[config.mk]
export PLATFORM = sky130hd
export DESIGN_NAME = pin_event_irq
export DESIGN_NICKNAME = d
export VERILOG_FILES = /design/src/rtl/pin_irq_pkg.sv /design/src/rtl/pin_event_detect.sv /design/src/rtl/irq_status_word.sv /design/src/rtl/irq_merge.sv /design/src/rtl/pin_event_irq.sv
export SDC_FILE = /design/constraint.sdc
export NUM_CORES = 1
export LEC_CHECK = 0
export BUFFER_PORTS_ARGS = -buffer_cell sky130_fd_sc_hd__buf_2
export CAP_MARGIN = 20
export CORE_AREA = 2 2 201 203
export DETAILED_ROUTE_END_ITERATION = 16
export DIE_AREA = 0 0 203 205
export MAX_ROUTING_LAYER = met4
export PLACE_DENSITY_LB_ADDON = 0.08
export SLEW_MARGIN = 20
export SYNTH_ARGS = -nofsm -noshare
export SYNTH_HDL_FRONTEND = slang
export SYNTH_SLANG_ARGS = --single-unit
[constraint.sdc]
create_clock -name clk -period 2.1 [get_ports clk]
set_input_delay 0.525 -clock clk [delete_from_list [all_inputs] [get_ports clk]]
set_output_delay 0.525 -clock clk [all_outputs]
set_load 0.005 [all_outputs]
[src/rtl/pin_irq_pkg.sv]
`timescale 1ns/1ps
// Package: shared trigger-mode encoding and the per-pin event rule.
// Assumes the mode is formed as {level_select, invert}.
package pin_irq_pkg;

    typedef enum logic [1:0] {
        TRIG_RISE = 2'b00,
        TRIG_FALL = 2'b01,
        TRIG_LOW  = 2'b10,
        TRIG_HIGH = 2'b11
    } trig_mode_e;

    // Returns 1 when a pin's current sample constitutes an event in mode m.
    function automatic logic trig_hit(trig_mode_e m, logic prev, logic cur, logic primed);
        logic hit;
        unique case (m)
            TRIG_RISE: hit = primed & ~prev & cur;
            TRIG_FALL: hit = primed & prev & ~cur;
            TRIG_LOW:  hit = ~cur;
            TRIG_HIGH: hit = cur;
            default:   hit = 1'b0;
        endcase
        return hit;
    endfunction

endpackage

[src/rtl/pin_event_detect.sv]
`timescale 1ns/1ps
// Module: pin_event_detect
// Keeps the previous sample of each pin and flags per-pin events from the
// configured mode. Assumes pin_level is already synchronous to clk. The first
// sample after reset only primes the history, so edges cannot fire on it.
module pin_event_detect #(
    parameter int NUM_PINS = 94
) (
    input  logic                clk,
    input  logic                rst_n,
    input  logic [NUM_PINS-1:0] pin_level,
    input  logic [NUM_PINS-1:0] trig_level,
    input  logic [NUM_PINS-1:0] trig_inv,
    output logic [NUM_PINS-1:0] evt
);
    import pin_irq_pkg::*;

    logic [NUM_PINS-1:0] prev_q;
    logic                primed_q;

    // Purpose: capture the previous sample and note that history is valid.
    always_ff @(posedge clk) begin
        if (!rst_n) begin
            prev_q   <= '0;
            primed_q <= 1'b0;
        end else begin
            prev_q   <= pin_level;
            primed_q <= 1'b1;
        end
    end

    for (genvar i = 0; i < NUM_PINS; i++) begin : g_pin
        assign evt[i] = trig_hit(trig_mode_e'({trig_level[i], trig_inv[i]}),
                                 prev_q[i], pin_level[i], primed_q);
    end

endmodule

[src/rtl/irq_status_word.sv]
`timescale 1ns/1ps
// Module: irq_status_word
// One word of sticky status plus its enable mask. Set beats clear in the
// same cycle. Bits at or above VALID_BITS are held at zero.
module irq_status_word #(
    parameter int WORD_W     = 32,
    parameter int VALID_BITS = 32
) (
    input  logic              clk,
    input  logic              rst_n,
    input  logic [WORD_W-1:0] evt,
    input  logic              clr_stb,
    input  logic              en_stb,
    input  logic [WORD_W-1:0] wr_data,
    output logic [WORD_W-1:0] stat_q,
    output logic [WORD_W-1:0] en_q
);
    localparam logic [WORD_W-1:0] VMASK = {WORD_W{1'b1}} >> (WORD_W - VALID_BITS);

    logic [WORD_W-1:0] clr_mask;
    logic [WORD_W-1:0] stat_nxt;

    // Purpose: form the clear mask and the next status, with set priority.
    always_comb begin
        clr_mask = clr_stb ? wr_data : '0;
        stat_nxt = ((stat_q & ~clr_mask) | evt) & VMASK;
    end

    // Purpose: hold status bits.
    always_ff @(posedge clk) begin
        if (!rst_n) stat_q <= '0;
        else        stat_q <= stat_nxt;
    end

    // Purpose: hold enable bits, loaded whole on a strobe.
    always_ff @(posedge clk) begin
        if (!rst_n)      en_q <= '0;
        else if (en_stb) en_q <= wr_data & VMASK;
    end

endmodule

[src/rtl/irq_merge.sv]
`timescale 1ns/1ps
// Module: irq_merge
// Registers the OR of all enabled status bits into one request line.
module irq_merge #(
    parameter int WIDTH = 96
) (
    input  logic             clk,
    input  logic             rst_n,
    input  logic [WIDTH-1:0] stat,
    input  logic [WIDTH-1:0] en,
    output logic             irq_q
);
    // Purpose: register the combined request.
    always_ff @(posedge clk) begin
        if (!rst_n) irq_q <= 1'b0;
        else        irq_q <= |(stat & en);
    end

endmodule

[src/rtl/pin_event_irq.sv]
`timescale 1ns/1ps
// Module: pin_event_irq (top)
// Detects per-pin events, keeps them in write-one-to-clear status words and
// raises one registered interrupt through per-pin enables. Assumes synchronized
// pin inputs. Address decode is external: one strobe per word.
module pin_event_irq #(
    parameter int NUM_PINS  = 94,
    parameter int WORD_W    = 32,
    parameter int NUM_WORDS = (NUM_PINS + WORD_W - 1) / WORD_W
) (
    input  logic                          clk,
    input  logic                          rst_n,
    input  logic [NUM_PINS-1:0]           pin_level,
    input  logic [NUM_PINS-1:0]           trig_level,
    input  logic [NUM_PINS-1:0]           trig_inv,
    input  logic [NUM_WORDS-1:0]          stat_wr,
    input  logic [NUM_WORDS-1:0]          en_wr,
    input  logic [WORD_W-1:0]             wr_data,
    output logic [NUM_WORDS*WORD_W-1:0]   stat_rd,
    output logic [NUM_WORDS*WORD_W-1:0]   en_rd,
    output logic                          irq_out
);
    localparam int TOTAL = NUM_WORDS * WORD_W;

    logic [NUM_PINS-1:0] evt;
    logic [TOTAL-1:0]    evt_pad;

    pin_event_detect #(.NUM_PINS(NUM_PINS)) u_detect (
        .clk        (clk),
        .rst_n      (rst_n),
        .pin_level  (pin_level),
        .trig_level (trig_level),
        .trig_inv   (trig_inv),
        .evt        (evt)
    );

    assign evt_pad = TOTAL'(evt);

    for (genvar w = 0; w < NUM_WORDS; w++) begin : g_word
        localparam int VB = ((NUM_PINS - w * WORD_W) >= WORD_W) ? WORD_W
                                                                 : (NUM_PINS - w * WORD_W);
        irq_status_word #(.WORD_W(WORD_W), .VALID_BITS(VB)) u_word (
            .clk     (clk),
            .rst_n   (rst_n),
            .evt     (evt_pad[w*WORD_W +: WORD_W]),
            .clr_stb (stat_wr[w]),
            .en_stb  (en_wr[w]),
            .wr_data (wr_data),
            .stat_q  (stat_rd[w*WORD_W +: WORD_W]),
            .en_q    (en_rd[w*WORD_W +: WORD_W])
        );
    end

    irq_merge #(.WIDTH(TOTAL)) u_merge (
        .clk   (clk),
        .rst_n (rst_n),
        .stat  (stat_rd),
        .en    (en_rd),
        .irq_q (irq_out)
    );

endmodule

# Word-level counts from Yosys, hierarchy flattened
# Index checks and enable logic that the tools add are counted.
# word_totals
input_bits	322
ff_bits	284
# classes
bitwise_logic	574
eq_ne	282
muxes	98
n_reduce_logical	95
# op_table
operator	count
$and A1 B1 Y1	376
$eq A2 B2 Y1 const B	188
$pmux W1 S4	94
$eq A2 B1 Y1 const B	94
$logic_not A2 Y1	94
$not A1 Y1	188
$reduce_or A96 Y1	1
$and A94 B94 Y94	1
$and A32 B32 Y32	2
$mux W32	2
$not A32 Y32	2
$or A32 B32 Y32	2
$and A30 B30 Y30	1
$mux W30	1
$not A30 Y30	1
$or A30 B30 Y30	1
$mux W1	1

# Longest topological paths before layout
# Gate-level depths: netlist of run 1.
# logic_depth
ltp_word	5
mapped_depth	6
depth_no_buf	5

# Hierarchy
# From an unflattened synthesis of run 1, not the netlist that was laid out.
# hier_totals
hier_cells	1450
hier_area_um2	13878.3
# by_module_without_submodules
mod	area_per_inst_um2	seq_area_each_um2	cells_each	n_inst
pin_event_detect	6272.3	1901.8	679	1
irq_status_word at g_word[0].u_word ...	2404.8	1281.2	238	2
irq_status_word at g_word[2].u_word	2270.9	1201.2	228	1
irq_merge	521.8	20.0	66	1
pin_event_irq	3.8	0.0	1	1

# Worst setup path after synthesis of run 1
# Ideal clock, no wire load.
# synth_path
path_type	input-to-reg
startpoint	input en_wr[1]
endpoint	register g_word[1].u_word.en_q[10]
path_buffers	2
cell_stages	4
setup_ps	128
t_arrival_ps	1227
setup_slack_ps	746
path_cell_list	clkbuf_1 > buf_2 > mux2i_1 > nor2_1
# synth_lines
element	line_no	rtl
from (decl)	pin_event_irq.sv:17	input logic [NUM_WORDS-1:0] en_wr,
to (signal assigned)	irq_status_word.sv:38	else if (en_stb) en_q <= wr_data & VMASK;
to (decl)	irq_status_word.sv:16	output logic [WORD_W-1:0] en_q

# Worst setup path in the final report of run 1
# layout_path
startpoint	register g_word[0].u_word.stat_q[25]
endpoint	output stat_rd[25]
# layout_lines
element	line_no	rtl
from (decl)	irq_status_word.sv:15	output logic [WORD_W-1:0] stat_q,
from (signal assigned)	irq_status_word.sv:32	else stat_q <= stat_nxt;
to (decl)	pin_event_irq.sv:19	output logic [NUM_WORDS*WORD_W-1:0] stat_rd,
# No word-level cell between the ends.

==> metrics.md, run 1 <==
| Metric | Value |
|---|---|
| Number of synthesized flops with an enable pin | `0` |
| Cell Rows | `73` |
| H-tree depth | `2` |
| Area growth syn-to-layout | `34.7%` |
| Die area | `between 40000 and 50000 µm²` |
| Cell family with most CP delay | `flip-flops` |
| Reg2reg setup slack | `~0.43 ns` |
| Slowest cell on crit path | `dfxtp_1` |
| Synth area leaders | `dfxtp_1 44%, nor2_1 8.1%, mux2i_1 7.2%` |
| Outcome | `finished, final reports clean` |
| Total gr overflow | `0` |
| Largest net degree at the start of global routing | `96` |
| Clk sinks | `about 280` |
| Worst Path Arrival | `between 1 and 1.5 ns` |
| Final wirelength | `~57000 µm` |
| Cell chosen for the clock root | `clkbuf_16` |
| Antenna violations before repair | `11` |
| # Post-CTS Setup Buffers | `0` |
| RSZ-0062 raised after global routing | `false` |
| FF-to-FF Start | `g_word[2].u_word.stat_q[17]` |
| Warnings, synthesis | `0` |
| Critical path class | `reg -> out` |
| Sequential cell area | `around 5700 µm²` |
| CTS tree | `built` |
| Die width | `approximately 200 µm` |
| Crit-path max FO | `3` |
| Detailed Route Iter0 Violations | `roughly 770` |
| Vias in the first global route | `roughly 12000` |
| Post-DR wirelength/cell | `between 20 and 25 µm` |
| I/O Pins | `about 520` |
| R2R Path End | `u_merge.irq_q` |
| First-pass GRT wire length | `80300 µm` |
| Syn Inst Count | `1448` |
| CTS Buf Count | `36` |
| GRT Total Usage | `around 27%` |
| Vias/cell | `~5.1` |
| Max Cap Viol | `0` |
| Syn Area/Cell | `between 8 and 9 µm²` |
| Setup TNS | `0 ns` |
| GP Congestion | `0.851` |
| Synth Cell Area | `about 13000 µm²` |
| Sequential-to-total area share from yosys stat | `between 40 and 50%` |
| Hold endpoint | `u_detect.prev_q[9]` |
| DP Area | `~16000 µm²` |
| Die height | `between 200 and 250 µm` |
| WHS Path Cells | `2` |
| Cell taking the most area after synthesis | `dfxtp_1` |
| Initial Util | `between 30% and 40%` |
| DRC violation count after routing | `0` |
| Final Skew | `0.0158 ns` |
| Worst Reg-to-Reg Cells | `5` |
| Top cell type's share of synthesized area | `43.6%` |
| Post-synthesis cell type count | `23` |
| Final min period | `between 1.5 and 2 ns` |
| Final Net Count | `2278` |
| CTS Buffer Depth | `3` |
| Count leader, synth | `dfxtp_1` |
| Fin crit share | `a little over four fifths` |
| WP data required | `between 1.5 and 2 ns` |
| Core box area | `roughly 39000 µm²` |
| Pwr per Cell Area | `838 nW/µm²` |
| Worst VDD drop | `roughly 0.52 mV` |
| IO buf count | `510` |
| Max stage delay on crit path | `0.52 ns` |
| Commonest cells in the netlist | `284 x dfxtp_1, 282 x nor2_1, 95 x a221oi_1` |
| Min-Delay Startpoint | `pin_level[9]` |
| CP Cell Sequence | `buf_2` |
| Type of the worst min-delay path | `in -> reg` |
| Final Hold Vio Count | `0` |
| DRT Pass-1 Iters | `5` |
| LEAKAGE | `8.25 nW` |
| Hold Buf Count CTS | `0` |
| Worst skew pair latency | `0.54 ns` |
| Final Cell Area | `about 18000 µm²` |
| Footprint of the multi-input gates | `around 7000 µm²` |
| Cts repair resizes | `0` |
| HPWL Detailed | `roughly 43000 µm` |
| Antenna-violating nets left | `0` |
| Setup crit start kind | `register` |
| Final Max Tran Viols | `0` |
| Filler cells | `a little over 4000` |
| Rel. slew slack | `roughly three fifths` |
| Clock transition at the registers of the reported paths | `around 0.060 ns` |
| Worst Tran Pin Value | `0.605 ns` |
| Share of post-route cells with drive strength above 1 | `approximately 30%` |
| Async SR Flop Fraction | `0%` |
| Synth Register Bits | `about 280` |
| CP bufs+invs | `1` |
| Routed via count | `between 10000 and 15000` |
| Worst setup EP type | `output pin` |
| Max Fclk | `around 560 MHz` |
| Primary FF master, synth | `dfxtp_1` |
| Final setup viols | `0` |
==> routing by layer <==
metal  part of all wire (%)  track usage [%]  wire length (µm)
met4                    2.8             10.5              1580
met5                      0                -                 0
met1                     44             33.3             24800
met3                    6.9             6.65              3920
met2                     47             43.3             26400
==> where the power goes <==
part / leakage, nW / total, mW / switching, mW / internal [mW]
combinational: 5.29 / 2.21 / 1.16 / 1.05
sequential: 2.36 / 6.14 / 0.372 / 5.77
clock: 0.604 / 6.35 / 2.46 / 3.89
==> worst reg2reg max path: cells and delay by family, from the launching register on <==
family | cells | cell delay (ns)
flip-flops | 1 | 0.42
AO/OA/AOI/OAI | 3 | 0.63
AND/OR/NAND/NOR | 2 | 0.52
==> layout by cell type, fill, tap and decap left out <==
| cell type | n |
|---|---|
| buf_2 | 509 |
| dfxtp_1 | 283 |
| nor2_1 | 282 |
| a221oi_1 | 95 |
| nand2_1 | 94 |
| xnor2_1 | 94 |
| and3b_1 | 94 |
| nor3b_1 | 94 |
| o21ai_0 | 94 |
| mux2i_1 | 94 |
| and2_1 | 94 |
| a22oi_1 | 41 |
| clkbuf_16 | 37 |
| clkbuf_8 | 15 |
| buf_12 | 12 |
| diode_2 | 11 |
| buf_4 | 11 |
| nand4_1 | 8 |
| clkbuf_1 | 8 |
| nand3_1 | 4 |
| conb_1 | 4 |
| inv_6 | 3 |
| a22o_1 | 3 |
| nor4_1 | 3 |
| a221oi_2 | 2 |
| clkinv_2 | 2 |
| a31oi_1 | 1 |
| bufinv_16 | 1 |
| dfxtp_4 | 1 |
==> cells by family after synthesis <==
logic type / after synthesis / synth area share [%]
AOI/OAI and AO/OA: 236 / 12.8
xor gates and xnor gates: 94 / 6.32
buffers and inverters: 66 / 2.17
DFF: 284 / 43.6
muxes: 94 / 7.22
other: 1 / 0.0288
and+or+nand+nor: 673 / 27.8
==> per-stage QoR <==
step	hold WS, ns	util, %	power, mW	cells	setup WS [ns]
finish	0.227	44.6	14.7	2519	0.328
CTS	0.196	44.5	14.9	2508	0.281
global placement	0.495	41.4	8.45	2443	0.389
floorplan	0.507	-	7.14	1451	0.746
global route	0.220	44.6	15.3	2519	0.275
detailed placement	0.510	41.4	8.48	2443	0.368
==> flip-flops by register name, indices dropped and copies added, names as in the netlist <==
| register | count |
|---|---|
| g_word.u_word.en_q | 94 |
| g_word.u_word.stat_q | 94 |
| u_detect.prev_q | 94 |
| u_detect.primed_q | 1 |
| u_merge.irq_q | 1 |
==> cell type report <==
type / instances / area share, %
Multi-Input combinational cell: 1101 / 40.3
Sequential cell: 284 / 32.4
Timing Repair Buffer: 532 / 16.4
Clock buffer: 60 / 6.63
Tap cell: 525 / 3.74
Clock inverter: 5 / 0.328
Antenna cell: 11 / 0.157
Inverter: 1 / 0.0499
==> worst max-delay path by stage <==
stage                     depth (start not counted)                          end  slack (ns)                   startpoint
final                                             1                  stat_rd[25]        0.33  g_word[0].u_word.stat_q[25]
after CTS                                         1                  stat_rd[18]        0.28  g_word[0].u_word.stat_q[18]
after detailed placement                          5  g_word[0].u_word.stat_q[31]        0.37                   stat_wr[0]
after global placement                            5                u_merge.irq_q        0.39  g_word[2].u_word.stat_q[17]
after global routing                              5                u_merge.irq_q        0.27  g_word[2].u_word.stat_q[17]
after floorplan                                   4    g_word[1].u_word.en_q[10]        0.75                     en_wr[1]
No activity file was read; power rests on OpenSTA's default activity.
==> run 2, diff against run 1 <==
--- a/config.mk
+++ b/config.mk
@@ -7,9 +7,9 @@
 export LEC_CHECK = 0
 export BUFFER_PORTS_ARGS = -buffer_cell sky130_fd_sc_hd__buf_2
 export CAP_MARGIN = 20
-export CORE_AREA = 2 2 201 203
+export CORE_AREA = 2 2 203 205
 export DETAILED_ROUTE_END_ITERATION = 16
-export DIE_AREA = 0 0 203 205
+export DIE_AREA = 0 0 205 207
 export MAX_ROUTING_LAYER = met4
 export PLACE_DENSITY_LB_ADDON = 0.08
 export SLEW_MARGIN = 20
==> constraint.sdc (replaced) <==
create_clock -name clk -period 1.46 [get_ports clk]
set_input_delay 0.365 -clock clk [delete_from_list [all_inputs] [get_ports clk]]
set_output_delay 0.365 -clock clk [all_outputs]
set_load 0.005 [all_outputs]
==> run 2 against run 1 <==
The flow now finishes with violations (setup timing). Clock power grew 32%. Die area grew 2.0%. First-iteration DRC count shrank 14%. Critical path depth grew 4. Cell area grew 8.9%. Total power grew 43%. Setup slack lost 0.36 ns.
==> metrics.md, run 2 (synthesis results as in run 1) <==
| Metric | Value |
|---|---|
| Setup ws final | `-0.0318 ns (was 0.328 ns)` |
| Clock transition at the registers of the reported paths | `0.06 ns (about the same)` |
| Max Cap Viol | `0 (unchanged)` |
| Clk sinks | `284 (unchanged)` |
| Final Skew | `0.0157 ns (was 0.0158 ns)` |
| Core box area | `40400 µm² (was 39400 µm²)` |
| Crit-path max FO | `2 (was 3)` |
| DRT Pass-1 Iters | `5 (unchanged)` |
| Final Net Count | `2398 (was 2278)` |
| Tot Pwr | `21.1 mW (was 14.7 mW)` |
| Detailed Route Iter0 Violations | `661 (was 768)` |
| IO buf count | `510 (unchanged)` |
| First-pass GRT wire length | `83900 µm (was 80300 µm)` |
| Worst Path Arrival | `1.91 ns (was 1.25 ns)` |
| CTS tree | `built (unchanged)` |
| Switch share | `27.6% (was 27.1%)` |
| Final wirelength | `57900 µm (was 56700 µm)` |
| Die width | `205 µm (was 203 µm)` |
| Failing checks | `setup timing` |
| Routed via count | `13100 (was 12800)` |
| Logic pwr share | `18.4% (was 15.0%)` |
| Area growth syn-to-layout | `46.6% (was 34.7%)` |
| Vias/cell | `4.97 (was 5.09)` |
| Vias in the first global route | `12900 (was 12200)` |
| Setup crit start kind | `register (unchanged)` |
| Worst skew pair latency | `0.54 ns (about the same)` |
| CTS Buf Count | `36 (unchanged)` |
| Clock power share | `39.8% (was 43.2%)` |
| Cell Rows | `74 (was 73)` |
| Initial Util | `32.3% (was 33.1%)` |
| Pwr per Cell Area | `1100 nW/µm² (was 838 nW/µm²)` |
| Most frequent cells in the layout | `462 x buf_2, 282 x nor2_1, 177 x dfxtp_1 (was 509 x buf_2, 283 x dfxtp_1, 282 x nor2_1)` |
| Final min period | `about 1.5 ns` |
| I/O Pins | `515 (unchanged)` |
| Worst VDD drop | `0.727 mV (was 0.523 mV)` |
| Max Fclk | `~670 MHz` |
| Int Pwr | `15.3 mW (was 10.7 mW)` |
| H-tree depth | `2 (unchanged)` |
| Largest net degree at the start of global routing | `58 (was 96)` |
| DRC violation count after routing | `0 (unchanged)` |
| Filler cells | `4072 (was 4048)` |
| Outcome | `finished, violations left (was finished, final reports clean)` |
| Die height | `207 µm (was 205 µm)` |
| Hold Buf Count CTS | `0 (unchanged)` |
| Die area | `42400 µm² (was 41600 µm²)` |
| Antenna violations before repair | `9 (was 11)` |
| Fin crit share | `102%` |
| Cell chosen for the clock root | `clkbuf_16 (unchanged)` |
| Critical path class | `reg -> reg (was reg -> out)` |
| Post-Layout Cell Count | `2640 (was 2519)` |
| Largest registers | `g_word.u_word.en_q x94, g_word.u_word.stat_q x94, u_detect.prev_q x94 (unchanged)` |
| CTS Buffer Depth | `3 (unchanged)` |
| Post-DR wirelength/cell | `21.9 µm (was 22.5 µm)` |
| RSZ-0062 raised after global routing | `true (was false)` |
| Worst setup EP type | `register (was output pin)` |
| LEAKAGE | `8.97 nW (was 8.25 nW)` |
| Final setup viols | `7 (was 0)` |
| Reg power frac | `41.8% (about the same)` |
| Final Max Tran Viols | `0 (unchanged)` |
| Type of the worst min-delay path | `in -> reg (unchanged)` |
| Share of post-route cells with drive strength above 1 | `39.4% (was 29.9%)` |
| Switching pwr | `5.81 mW (was 3.99 mW)` |
| GRT Total Usage | `27.5% (was 27.2%)` |
| GP Congestion | `0.872 (was 0.851)` |
| Total gr overflow | `0 (unchanged)` |
| HPWL Detailed | `44800 µm (was 43200 µm)` |
| Antenna-violating nets left | `0 (unchanged)` |
| Commonest non-fill, non-tap cell in the layout | `buf_2 (unchanged)` |
| WP data required | `1.88 ns (was 1.57 ns)` |
| Final Hold Vio Count | `0 (unchanged)` |
| Placed Cells | `2554 (was 2443)` |
run 2: cell count changes in the layout (fill, tap and decap cells not counted), moves of 3 or more:
cell	before	now
a22oi_1	41	34
buf_6	0	75
dfxtp_4	1	17
dfxtp_2	0	90
nor4_1	3	0
a22oi_2	0	7
buf_4	11	92
buf_12	12	23
dfxtp_1	283	177
clkbuf_8	15	6
buf_2	509	462
nor4_2	0	3
clkinv_2	2	8
run 2: final timing paths:
| check | from | to | slack, ns | depth (start not counted) |
|---|---|---|---|---|
| setup reg to reg | g_word[1].u_word.stat_q[15] | u_merge.irq_q | -0.03 | 5 |
| hold reg to reg | g_word[0].u_word.en_q[18] | g_word[0].u_word.en_q[18] | 0.51 | 2 |
| setup / recovery | g_word[1].u_word.stat_q[15] | u_merge.irq_q | -0.03 | 5 |
| hold / removal | pin_level[86] | u_detect.prev_q[86] | 0.07 | 2 |
run 2: cell type report:
| type | count | area (µm²) | share of cell area [%] |
|---|---|---|---|
| well taps | 532 | 666 | 3.49 |
| flip-flops and latches | 284 | 5860 | 30.7 |
| multi-input cells | 1101 | 7140 | 37.4 |
| repair buffers | 652 | 4310 | 22.6 |
| clock buffers | 51 | 1040 | 5.44 |
| clock inverters | 9 | 47.5 | 0.249 |
| diodes | 10 | 25.0 | 0.131 |
| inverters | 1 | 8.76 | 0.0459 |
run 2: power by group through the flow:
stage | clock (mW) | sequential [mW] | combinational (mW)
after floorplan | 0 | 8.80 | 1.47
after global placement | 0 | 8.92 | 3.59
after detailed placement | 0 | 8.93 | 3.61
after CTS | 8.62 | 8.80 | 3.88
after global routing | 8.90 | 8.88 | 4.22
final | 8.38 | 8.82 | 3.88
run 2: through the flow:
step	hold slack, ns	TNS (ns)	cell area [µm²]	worst slack (ns)	utilization, %
after floorplan	0.393	0	13000	0.205	-
after global placement	0.497	-0.479	17200	-0.273	42.6
after detailed placement	0.506	-0.443	17200	-0.263	42.6
after CTS	0.0438	-0.648	19000	-0.0612	47.0
after global routing	0.0703	-0.701	19100	-0.119	47.3
final	0.0738	-0.107	19100	-0.0318	47.3
run 2: per-layer routing:
metal / track usage, % / share of wire [%] / wire [µm] / up-vias
li1: - / - / - / 6401
met3: 5.65 / 6.3 / 3670 / 92
met5: - / 0 / 0 / -
met2: 43.8 / 46 / 26700 / 411
met1: 34.8 / 44 / 25700 / 6217
met4: 8.83 / 3.0 / 1730 / 0
run 2: timing repair:
| item | 4_1_cts | 5_1_grt |
|---|---|---|
| resized for setup | 210 | 17 |
| endpoints found under the setup margin | 100 | 40 |
| pin swaps | 6 | 4 |
| setup buffers | 23 | 7 |
| hold endpoints to repair | 0 | 0 |
run 2: critical path, stage by stage, from the launching register on:
cell	delay (ns)
dfxtp_2	0.33
buf_6	0.11
a22oi_2	0.23
nand4_1	0.21
nor4_2	0.37
a31oi_1	0.12
